**config.mk**
```make
export PLATFORM = sky130hd
export DESIGN_NAME = audio_chan_frame_ctr
export DESIGN_NICKNAME = d
export VERILOG_FILES = /design/src/rtl/afc_pkg.sv /design/src/rtl/afc_ctrl.sv /design/src/rtl/afc_datapath.sv /design/src/rtl/audio_chan_frame_ctr.sv
export SDC_FILE = /design/constraint.sdc
export NUM_CORES = 1
export LEC_CHECK = 0
export BUFFER_PORTS_ARGS = -buffer_cell sky130_fd_sc_hd__buf_2
export CAP_MARGIN = 20
export CORE_MARGIN = 2
export CORE_UTILIZATION = 35
export CTS_BUF_LIST = sky130_fd_sc_hd__clkbuf_8
export DETAILED_ROUTE_END_ITERATION = 7
export PLACE_DENSITY = 0.55
export SLEW_MARGIN = 20
export SYNTH_ARGS = -nofsm -noshare
export SYNTH_HDL_FRONTEND = slang
export SYNTH_SLANG_ARGS = --single-unit
```
**constraint.sdc**
```tcl
create_clock -name clk -period 17.3 [get_ports clk]
set_input_delay 1.73 -clock clk [delete_from_list [all_inputs] [get_ports clk]]
set_output_delay 1.73 -clock clk [all_outputs]
set_load 0.02 [all_outputs]
```
**src/rtl/afc_pkg.sv**
```systemverilog
package afc_pkg;

  typedef enum logic [1:0] {
    SEL_BASE   = 2'd0,
    SEL_FRAME  = 2'd1,
    SEL_SAMPLE = 2'd2,
    SEL_NONE   = 2'd3
  } afc_sel_e;

  typedef struct packed {
    logic wrBase;
    logic wrFrame;
    logic wrSample;
    logic step;
  } afc_strobe_t;

endpackage

```
**src/rtl/afc_ctrl.sv**
```systemverilog
module afc_ctrl
  import afc_pkg::*;
#(
  parameter int BYTES_W   = 16,
  parameter bit HAS_PAUSE = 1'b1
) (
  input  logic               regWrEn,
  input  logic [1:0]         regSel,
  input  logic               chanEnable,
  input  logic               chanPause,
  input  logic               fmtStereo,
  input  logic               fmtWide,
  input  logic               xferDone,
  input  logic [BYTES_W-1:0] xferBytes,
  output afc_strobe_t        strobe,
  output logic [1:0]         shift,
  output logic [BYTES_W-1:0] reqBytes
);

  logic pauseEff;
  logic running;

  generate
    if (HAS_PAUSE) begin : g_pause
      assign pauseEff = chanPause;
    end else begin : g_nopause
      logic unusedPause;
      assign unusedPause = chanPause;
      assign pauseEff    = 1'b0;
    end
  endgenerate

  assign running = chanEnable & ~pauseEff;

  // sample shift: one step per format bit that widens a sample
  assign shift = {1'b0, fmtStereo} + {1'b0, fmtWide};

  // round the offer down to whole samples
  assign reqBytes = xferBytes & ~((BYTES_W'(1) << shift) - BYTES_W'(1));

  always_comb begin
    strobe          = '0;
    strobe.wrBase   = regWrEn && (afc_sel_e'(regSel) == SEL_BASE);
    strobe.wrFrame  = regWrEn && (afc_sel_e'(regSel) == SEL_FRAME);
    strobe.wrSample = regWrEn && (afc_sel_e'(regSel) == SEL_SAMPLE);
    // register writes take priority over a transfer
    strobe.step     = xferDone && running && (reqBytes != '0) && !regWrEn;
  end

endmodule

```
**src/rtl/afc_datapath.sv**
```systemverilog
module afc_datapath
  import afc_pkg::*;
#(
  parameter int CNT_W   = 16,
  parameter int BYTES_W = 16,
  localparam int WORD_W = 2 * CNT_W
) (
  input  logic               clk,
  input  logic               rstN,
  input  afc_strobe_t        strobe,
  input  logic [WORD_W-1:0]  wrData,
  input  logic [1:0]         shift,
  input  logic [BYTES_W-1:0] reqBytes,
  input  logic               loopSelN,
  output logic [WORD_W-1:0]  curAddr,
  output logic [WORD_W-1:0]  frameCountOut,
  output logic [WORD_W-1:0]  sampleCountOut,
  output logic               expire
);

  localparam int WIDE = (BYTES_W > CNT_W) ? BYTES_W : CNT_W;
  localparam int W    = WIDE + 5;

  logic [WORD_W-1:0] frameBase;
  logic [CNT_W-1:0]  frameIdx;
  logic [CNT_W-1:0]  frameSize;
  logic [1:0]        leftover;
  logic [CNT_W-1:0]  reloadCnt;
  logic [CNT_W-1:0]  curCnt;

  logic [W-1:0] sampleBytes;
  logic [W-1:0] frameRoom;
  logic [W-1:0] reqW;
  logic [W-1:0] taken;
  logic [W-1:0] sum;
  logic [W-1:0] idxNext;
  logic         wrap;
  logic         hit;
  logic [CNT_W-1:0] curNext;

  always_comb begin
    sampleBytes = (W'(curCnt) + W'(1)) << shift;
    if (frameIdx > frameSize) frameRoom = '0;
    else frameRoom = ((W'(frameSize) - W'(frameIdx) + W'(1)) << 2) + W'(leftover);
    reqW  = W'(reqBytes);
    taken = reqW;
    if (frameRoom < taken)   taken = frameRoom;
    if (sampleBytes < taken) taken = sampleBytes;
    hit     = (taken == sampleBytes);
    sum     = taken + W'(leftover);
    idxNext = W'(frameIdx) + (sum >> 2);
    wrap    = idxNext > W'(frameSize);
    curNext = CNT_W'((sampleBytes - taken - W'(1)) >> shift);
  end

  always_ff @(posedge clk) begin
    if (!rstN) begin
      frameBase <= '0;
      frameIdx  <= '0;
      frameSize <= '0;
      leftover  <= '0;
      reloadCnt <= '0;
      curCnt    <= '0;
      expire    <= 1'b0;
    end else begin
      expire <= 1'b0;
      if (strobe.wrBase) frameBase <= wrData;
      if (strobe.wrFrame) begin
        frameIdx  <= wrData[WORD_W-1:CNT_W];
        frameSize <= wrData[CNT_W-1:0];
        leftover  <= '0;
      end
      if (strobe.wrSample) reloadCnt <= wrData[CNT_W-1:0];
      if (strobe.step) begin
        leftover <= sum[1:0];
        expire   <= hit;
        curCnt   <= hit ? reloadCnt : curNext;
        if (!loopSelN) frameIdx <= wrap ? '0 : CNT_W'(idxNext);
      end
    end
  end

  assign curAddr        = frameBase + (WORD_W'(frameIdx) << 2) + WORD_W'(leftover);
  assign frameCountOut  = {frameIdx, frameSize};
  assign sampleCountOut = {curCnt, reloadCnt};


  expire_after_step_chk: assert property (@(posedge clk) disable iff (!rstN)
    expire |-> $past(strobe.step));


  expire_reloads_chk: assert property (@(posedge clk) disable iff (!rstN)
    expire |-> (curCnt == reloadCnt));


  index_in_range_chk: assert property (@(posedge clk) disable iff (!rstN)
    (strobe.step && !loopSelN) |=> (frameIdx <= frameSize));


  frame_write_clears_chk: assert property (@(posedge clk) disable iff (!rstN)
    strobe.wrFrame |=> (leftover == 2'd0));


  sample_write_keeps_cur_chk: assert property (@(posedge clk) disable iff (!rstN)
    (strobe.wrSample && !strobe.step) |=> $stable(curCnt));

endmodule

```
**src/rtl/audio_chan_frame_ctr.sv**
```systemverilog
module audio_chan_frame_ctr
  import afc_pkg::*;
#(
  parameter int CNT_W     = 16,
  parameter int BYTES_W   = 16,
  parameter bit HAS_PAUSE = 1'b1,
  localparam int WORD_W   = 2 * CNT_W
) (
  input  logic               clk,
  input  logic               rstN,
  input  logic               regWrEn,
  input  logic [1:0]         regSel,
  input  logic [WORD_W-1:0]  regWrData,
  input  logic               fmtStereo,
  input  logic               fmtWide,
  input  logic               chanEnable,
  input  logic               chanPause,
  input  logic               loopSelN,
  input  logic               xferDone,
  input  logic [BYTES_W-1:0] xferBytes,
  output logic [WORD_W-1:0]  curAddr,
  output logic [WORD_W-1:0]  frameCountOut,
  output logic [WORD_W-1:0]  sampleCountOut,
  output logic               expire
);

  afc_strobe_t        strobe;
  logic [1:0]         shift;
  logic [BYTES_W-1:0] reqBytes;

  afc_ctrl #(.BYTES_W(BYTES_W), .HAS_PAUSE(HAS_PAUSE)) u_ctrl (
    .regWrEn   (regWrEn),
    .regSel    (regSel),
    .chanEnable(chanEnable),
    .chanPause (chanPause),
    .fmtStereo (fmtStereo),
    .fmtWide   (fmtWide),
    .xferDone  (xferDone),
    .xferBytes (xferBytes),
    .strobe    (strobe),
    .shift     (shift),
    .reqBytes  (reqBytes)
  );

  afc_datapath #(.CNT_W(CNT_W), .BYTES_W(BYTES_W)) u_dp (
    .clk           (clk),
    .rstN          (rstN),
    .strobe        (strobe),
    .wrData        (regWrData),
    .shift         (shift),
    .reqBytes      (reqBytes),
    .loopSelN      (loopSelN),
    .curAddr       (curAddr),
    .frameCountOut (frameCountOut),
    .sampleCountOut(sampleCountOut),
    .expire        (expire)
  );


  idle_channel_holds_chk: assert property (@(posedge clk) disable iff (!rstN)
    (xferDone && !chanEnable && !regWrEn) |=>
      ($stable(frameCountOut) && $stable(sampleCountOut) && $stable(curAddr)));


  sub_sample_offer_holds_chk: assert property (@(posedge clk) disable iff (!rstN)
    (xferDone && !regWrEn && fmtStereo && fmtWide && (xferBytes < BYTES_W'(4))) |=>
      ($stable(frameCountOut) && $stable(sampleCountOut) && !expire));


  write_wins_chk: assert property (@(posedge clk) disable iff (!rstN)
    (regWrEn && regSel == 2'd3) |=>
      ($stable(frameCountOut) && $stable(sampleCountOut) && $stable(curAddr) && !expire));

endmodule

```
==> metrics.cfg, run 1 <==
[critical_path]
cp_max_fo = 48
path_buf_inv = 6
r2r_slack_ns = 3.69
slowest_delay_ns = 0.60
path_common_cell = ha_1
required_ns = 17.58
r2r_cells = 55
crit_type = reg2reg
r2r-end = u_dp.frameIdx[2]$_SDFF_PN0_
cp_data_arrival_time_ns = 13.89
critical-path-top-delay-family = compound AO/OA/AOI/OAI gates
r2r-start = u_dp.frameIdx[0]$_SDFF_PN0_
slowest_stage = a31o_1
critPathLaunchType = register
setup.worst_path.end_class = register
cp.depth = 55

[routing]
via_per_inst = 5.501
final_antenna_net_count = 0
dr.pass1.iters = 4
routedWlPerCell_um = 19.26
drt-initial-drc-count = 853
vias = 11740
drc = 0
drt-total-wl_mm = 41.12

[yosys]
synth_edf_count = 0
syn_avg_cell_area_um2 = 7.168
yosysWarnings = 0
syn_area_um2 = 11360
synth-seq-cells = 99
synthFlopType = dfxtp_1
ys_seq_area_frac = 0.1744
synthCells = 1585
async_flop_share = 0
ys_types = 98

[clock_network]
clock_latency_ns = 0.38
post-cts-setup-buffers = 0
cts_buffers = 9
clk_pin_slew_worst_paths_ns = 0.11
cts_resized = 0
cts-root-buf = clkbuf_8
tritoncts = yes
htree_levels = 3
clk_path_buf_depth = 2
cts_sinks = 99
cts_hold_buffers = 0

[die]
io_pins = 156
coreArea_um2 = 31800
row_count = 65
die_area_um2 = 33920
initial_utilization = 0.3573
fp.dieH_um = 184.2
die_w_um = 184.2

[finish]
nets = 1884
layout-drive-gt1-share = 0.1459
final_common_cell = nand2_1
n_antenna_cell = 0
most-common-layout-cells = nand2_1 (258), a21oi_1 (155), buf_2 (155)
syn_to_final_growth_pct = 12.04
stdcell_count = 2135
stdcell_area_um2 = 12730

[min_path]
whs_path_depth = 2
hold_class = reg2reg
min-delay-start = u_dp.frameBase[8]$_SDFFE_PN0P_
min_to = u_dp.frameBase[8]$_SDFFE_PN0P_

[timing]
period_needed_ns = 13.61
maxSlewHeadroom = 0.3272
slew_violations = 0
min_period_over_period = 0.7870
max_clock_freq_ghz = 0.07345
worst_slack_ns = 3.686
tightestPinTransition_ns = 1.004
tns_ns = 0
grt_setup_unrepaired = false
skew_ns = 0.02548
setup-violations-final = 0
final_hold_viol_count = 0

[grt]
grt_first_pass_wirelength_mm = 62.63
grt_pass1_vias = 10940
grt_usage = 0.2373
grt_max_degree = 77
antenna_found_initial = 0
grt.overflow.total = 0

[place]
place_ws_ns = 3.853
dpl_cell_area_um2 = 12500
numPortBuffers = 155
dp_hpwl_mm = 33.61
dp.cells = 2119
gp_congestion = 0.9977

[job]
cap_violations = 0

[power]
leakagePower_nw = 5.663
power_w = 0.0009257
p_per_area_nw_per_um2 = 72.73
ir_worst_vdd_mv = 0.03837

[run_status]
status = complete, no violations

state kept, by name, summed over array words and instances (netlist names):
name	count
u_dp.curCnt	16
u_dp.expire	1
u_dp.frameBase	32
u_dp.frameIdx	16
u_dp.frameSize	16
u_dp.leftover	2
u_dp.reloadCnt	16
tightest hold or removal path, stage by stage (launching register included):
cell     delay, ns
dfxtp_1       0.33
nand2_1       0.05
a21oi_1       0.05
per-layer routing:
layer  GRT usage  vias to the layer above  part of all wire
met5           0                        -                 0
met4     0.07264                        0             0.026
met3     0.02035                       43             0.049
met2      0.3838                      365              0.45
met1      0.3340                     5523              0.48
li1            -                     5813                 -
cell usage after synthesis (all sizes together) (13+ instances only):
cell type	number	area share
nor2b	20	0.011
xor2	28	0.022
nor3	35	0.017
a21o	41	0.027
xnor2	60	0.047
mux2i	27	0.024
clkbuf	53	0.018
ha	125	0.14
nand3	30	0.013
a21oi	157	0.070
and3	14	0.0078
and2	18	0.0099
nand2b	13	0.0072
a211oi	31	0.022
nor2	124	0.041
nand2	258	0.085
dfxtp	99	0.17
o21ai	77	0.035
nand4	17	0.0094
inv	126	0.042
o31ai	23	0.021
buf	19	0.0085
cell type report:
type | instances | area (um2)
tap | 435 | 544.3
clock inverter | 7 | 95.09
multi-input combinational | 1291 | 8637
inverter | 126 | 473.0
sequential | 99 | 1982
fill | 3370 | 19070
timing repair buffer | 168 | 873.3
clock buffer | 9 | 123.9
power by group:
| part | total (W) | leakage (nW) | switching [W] | internal (W) |
|---|---|---|---|---|
| combinational | 0.000510 | 4.75 | 0.000316 | 0.000195 |
| sequential | 0.000249 | 0.804 | 0.0000134 | 0.000236 |
| clock | 0.000166 | 0.111 | 0.0000950 | 0.0000713 |
kinds of logic (layout without fill, tap and decap cells):
logic type / Yosys count / count (layout) / synth area share
compound gates: 456 / 456 / 0.2675
xor+xnor: 88 / 88 / 0.06850
fa+ha+maj: 130 / 130 / 0.1465
buf+inv: 198 / 310 / 0.06773
flops: 99 / 99 / 0.1744
mux: 38 / 38 / 0.03800
other cells: 1 / 4 / 0.0003301
simple gates: 575 / 575 / 0.2370
metrics by stage:
step	utilization	hold WS (ns)
2_1_floorplan	-	0.4400
3_3_place_gp	0.3930	0.4465
3_5_place_dp	0.3932	0.4526
4_1_cts	0.4000	0.4676
5_1_grt	0.4003	0.4882
6_report	0.4003	0.4663
worst max-delay path by stage:
| stage | startpoint | end | slack (ns) |
|---|---|---|---|
| 2_1_floorplan | u_dp.frameIdx[0]$_SDFF_PN0_ | u_dp.frameIdx[5]$_SDFF_PN0_ | 4.55 |
| 3_3_place_gp | u_dp.frameIdx[6]$_SDFF_PN0_ | u_dp.frameIdx[2]$_SDFF_PN0_ | 4.06 |
| 3_5_place_dp | u_dp.frameIdx[6]$_SDFF_PN0_ | u_dp.frameIdx[0]$_SDFF_PN0_ | 3.85 |
| 4_1_cts | u_dp.frameIdx[1]$_SDFF_PN0_ | u_dp.frameIdx[0]$_SDFF_PN0_ | 3.75 |
| 5_1_grt | u_dp.frameIdx[0]$_SDFF_PN0_ | u_dp.frameIdx[2]$_SDFF_PN0_ | 2.62 |
| 6_report | u_dp.frameIdx[0]$_SDFF_PN0_ | u_dp.frameIdx[2]$_SDFF_PN0_ | 3.69 |
(Power assumes the default switching activity.)
==> run 2: changes to the inputs <==
ABC_AREA = 1   (was unset)
clock period = 13.1 ns   (was 17.3 ns; I/O delays follow)
==> run 2 against run 1 <==
Net effect:
- hold slack better by 0.018 ns
- combinational power is 35% higher
- non-clock buffer count stayed put
- largest cell class unchanged
==> metrics.cfg, run 2 <==
[run_status]
status = complete, no violations

[finish]
stdcell_count = 2258
n_antenna_cell = 0
nets = 2046
top_register = u_dp.frameBase
final_common_cell = nand2_1
fillers = 3365
largest_reg_flops = 32
most-common-layout-cells = nand2_1 (388), inv_1 (228), o21ai_0 (178)
stdcell_area_um2 = 12250
syn_to_final_growth_pct = 12.53
layout-drive-gt1-share = 0.1348

[grt]
grt_first_pass_wirelength_mm = 59.22
grt_use_met1 = 0.3044
met3_usage = 0.03638
grt.overflow.total = 0
grt_pass1_vias = 10710
grt_usage = 0.2286
grt-busiest-layer = met2
antenna_found_initial = 0
grt_max_degree = 83
grt_util_met2 = 0.3795

[place]
place_ws_ns = 0.8841
gp_congestion = 0.9713
numPortBuffers = 155
dpl_cell_area_um2 = 12020
dp.cells = 2241
dp_hpwl_mm = 31.16

[critical_path]
cp_data_arrival_time_ns = 12.21
startpoint = u_dp.frameIdx[0]$_SDFF_PN0_
r2r_cells = 68
required_ns = 13.43
critPathLaunchType = register
setup.worst_path.end_class = register
slowest_stage = dfxtp_1
r2r_slack_ns = 1.23
slowest_delay_ns = 0.59
r2r-start = u_dp.frameIdx[0]$_SDFF_PN0_
crit_end = u_dp.frameIdx[10]$_SDFF_PN0_
crit_type = reg2reg
cp_max_fo = 24
path_common_cell = nand2_1
r2r-end = u_dp.frameIdx[10]$_SDFF_PN0_

[clock_network]
clock_latency_ns = 0.40
cts_sinks = 99
tritoncts = yes
clk_path_buf_depth = 2
clk_pin_slew_worst_paths_ns = 0.12
htree_levels = 3
cts-root-buf = clkbuf_8
cts_buffers = 9

[yosys]
yosys-top-cells-count = nand2_1 (388), inv_1 (228), o21ai_0 (180), a21oi_1 (153), nor2_1 (146)
yosysWarnings = 0
async_flop_share = 0
synthFlopType = dfxtp_1
synth.most_common_cell = nand2_1
synthCells = 1731
syn_avg_cell_area_um2 = 6.289
synthTopCellsByArea = dfxtp_1 (18%), ha_1 (14%), nand2_1 (13%), o21ai_0 (8.3%), inv_1 (7.9%)
synth_area_leader_cell = dfxtp_1
synth-seq-cells = 99
ys_seq_area_frac = 0.1821
synth_top_area_frac = 0.1821
synth_edf_count = 0
syn_area_um2 = 10890
ys_types = 53

[power]
comb_power_share = 0.559
ir_worst_vdd_mv = 0.05783
p_sw_w = 0.0006123
p_int_w = 0.0006239
leakagePower_nw = 6.302
p_per_area_nw_per_um2 = 100.9
p_seq_frac = 0.272
p_clk_frac = 0.169
power_w = 0.001236
swShare = 0.4953

[die]
initial_utilization = 0.3559
io_pins = 156
coreArea_um2 = 30590
die_w_um = 180.4
row_count = 64
fp.dieH_um = 180.4
die_area_um2 = 32530

[timing]
period_needed_ns = 11.87
max_clock_freq_ghz = 0.08423
maxSlewHeadroom = 0.3557
worst_slack_ns = 1.228
final_hold_viol_count = 0
skew_ns = 0.02158
tightestPinTransition_ns = 0.9653
setup-violations-final = 0
hold_ws_ns = 0.4845
slew_violations = 0
min_period_over_period = 0.9062

[routing]
vias = 11570
routedWlPerCell_um = 16.94
drt-total-wl_mm = 38.24
final_antenna_net_count = 0
drc = 0
drt-initial-drc-count = 824
dr.pass1.iters = 7
via_per_inst = 5.122

[job]
cap_violations = 0

[min_path]
hold_class = reg2reg

[run 2: cell count changes after synthesis, moves of 34 or more]
cell     before  now
nand2_1     258  388
o21ai_0      65  180
inv_1       126  228
nand3_1      30   72
a21o_1       41    4
xnor2_1      59   25
[run 2: cells by family (layout without fill, tap and decap cells)]
kind of cell / Yosys count / count (layout) / synth area share
simple gates: 720 / 720 / 0.2877
compound gates: 397 / 397 / 0.2005
buf+inv: 296 / 424 / 0.1054
fa+ha+maj: 130 / 130 / 0.1529
flops: 99 / 99 / 0.1821
xor+xnor: 85 / 85 / 0.06839
mux: 3 / 3 / 0.002759
other cells: 1 / 4 / 0.0003445
[run 2: area by class of cell]
cell class	count	area, um2	share of cell area
clock buffers	9	123.9	0.01011
clock inverters	7	65.06	0.005312
flip-flops and latches	99	1982	0.1618
multi-input cells	1339	7796	0.6365
inverters	240	900.9	0.07354
repair buffers	168	885.9	0.07232
well taps	396	495.5	0.04045
[run 2: power by group through the flow]
stage,Sequential (W),Combinational [W],Clock [W]
after CTS,0.000336,0.000678,0.000215
after floorplan,0.000346,0.000491,0
after global routing,0.000338,0.000785,0.000223
after detailed placement,0.000343,0.000674,0
final,0.000336,0.000691,0.000209
after global placement,0.000343,0.000673,0
[run 2: how the worst min path moves through the flow]
stage | endpoint | from | cells past startpoint | slack, ns
6_report | u_dp.reloadCnt[12]$_SDFFE_PN0P_ | u_dp.reloadCnt[12]$_SDFFE_PN0P_ | 2 | 0.48
5_1_grt | u_dp.reloadCnt[0]$_SDFFE_PN0P_ | u_dp.reloadCnt[0]$_SDFFE_PN0P_ | 2 | 0.53
4_1_cts | u_dp.reloadCnt[1]$_SDFFE_PN0P_ | u_dp.reloadCnt[1]$_SDFFE_PN0P_ | 2 | 0.49
3_5_place_dp | u_dp.reloadCnt[1]$_SDFFE_PN0P_ | u_dp.reloadCnt[1]$_SDFFE_PN0P_ | 2 | 0.47
3_3_place_gp | u_dp.reloadCnt[1]$_SDFFE_PN0P_ | u_dp.reloadCnt[1]$_SDFFE_PN0P_ | 2 | 0.46
2_1_floorplan | u_dp.leftover[0]$_SDFFE_PN0P_ | u_dp.leftover[0]$_SDFFE_PN0P_ | 2 | 0.47
[run 2: routing by layer]
metal  part of all wire  up-vias
li1                   -     5952
met1               0.45     5222
met2               0.46      336
met3              0.058       56
met4              0.029        0
met5                  0        -
[run 2: critical path, delay by kind of cell (launching register included)]
family,cells,cell delay [ns]
buffers and inverters,9,1.01
adder cells (fa/ha/maj),10,2.96
AO/OA/AOI/OAI,19,3.50
XOR/XNOR,1,0.25
flip-flops,1,0.59
AND/OR/NAND/NOR,29,3.48
[run 2: repair_timing]
item | 4_1_cts | 5_1_grt
gates resized for setup | 0 | 5
hold buffers | 0 | 0
hold endpoints to repair | 0 | 0
setup buffers | 0 | 1
endpoints found under the setup margin | 0 | 16
[run 2: metrics by stage]
step | setup TNS (ns) | utilization
after floorplan | 0 | -
after global placement | 0 | 0.3930
after detailed placement | 0 | 0.3930
after CTS | 0 | 0.3992
after global routing | -0.2838 | 0.4004
final | 0 | 0.4004
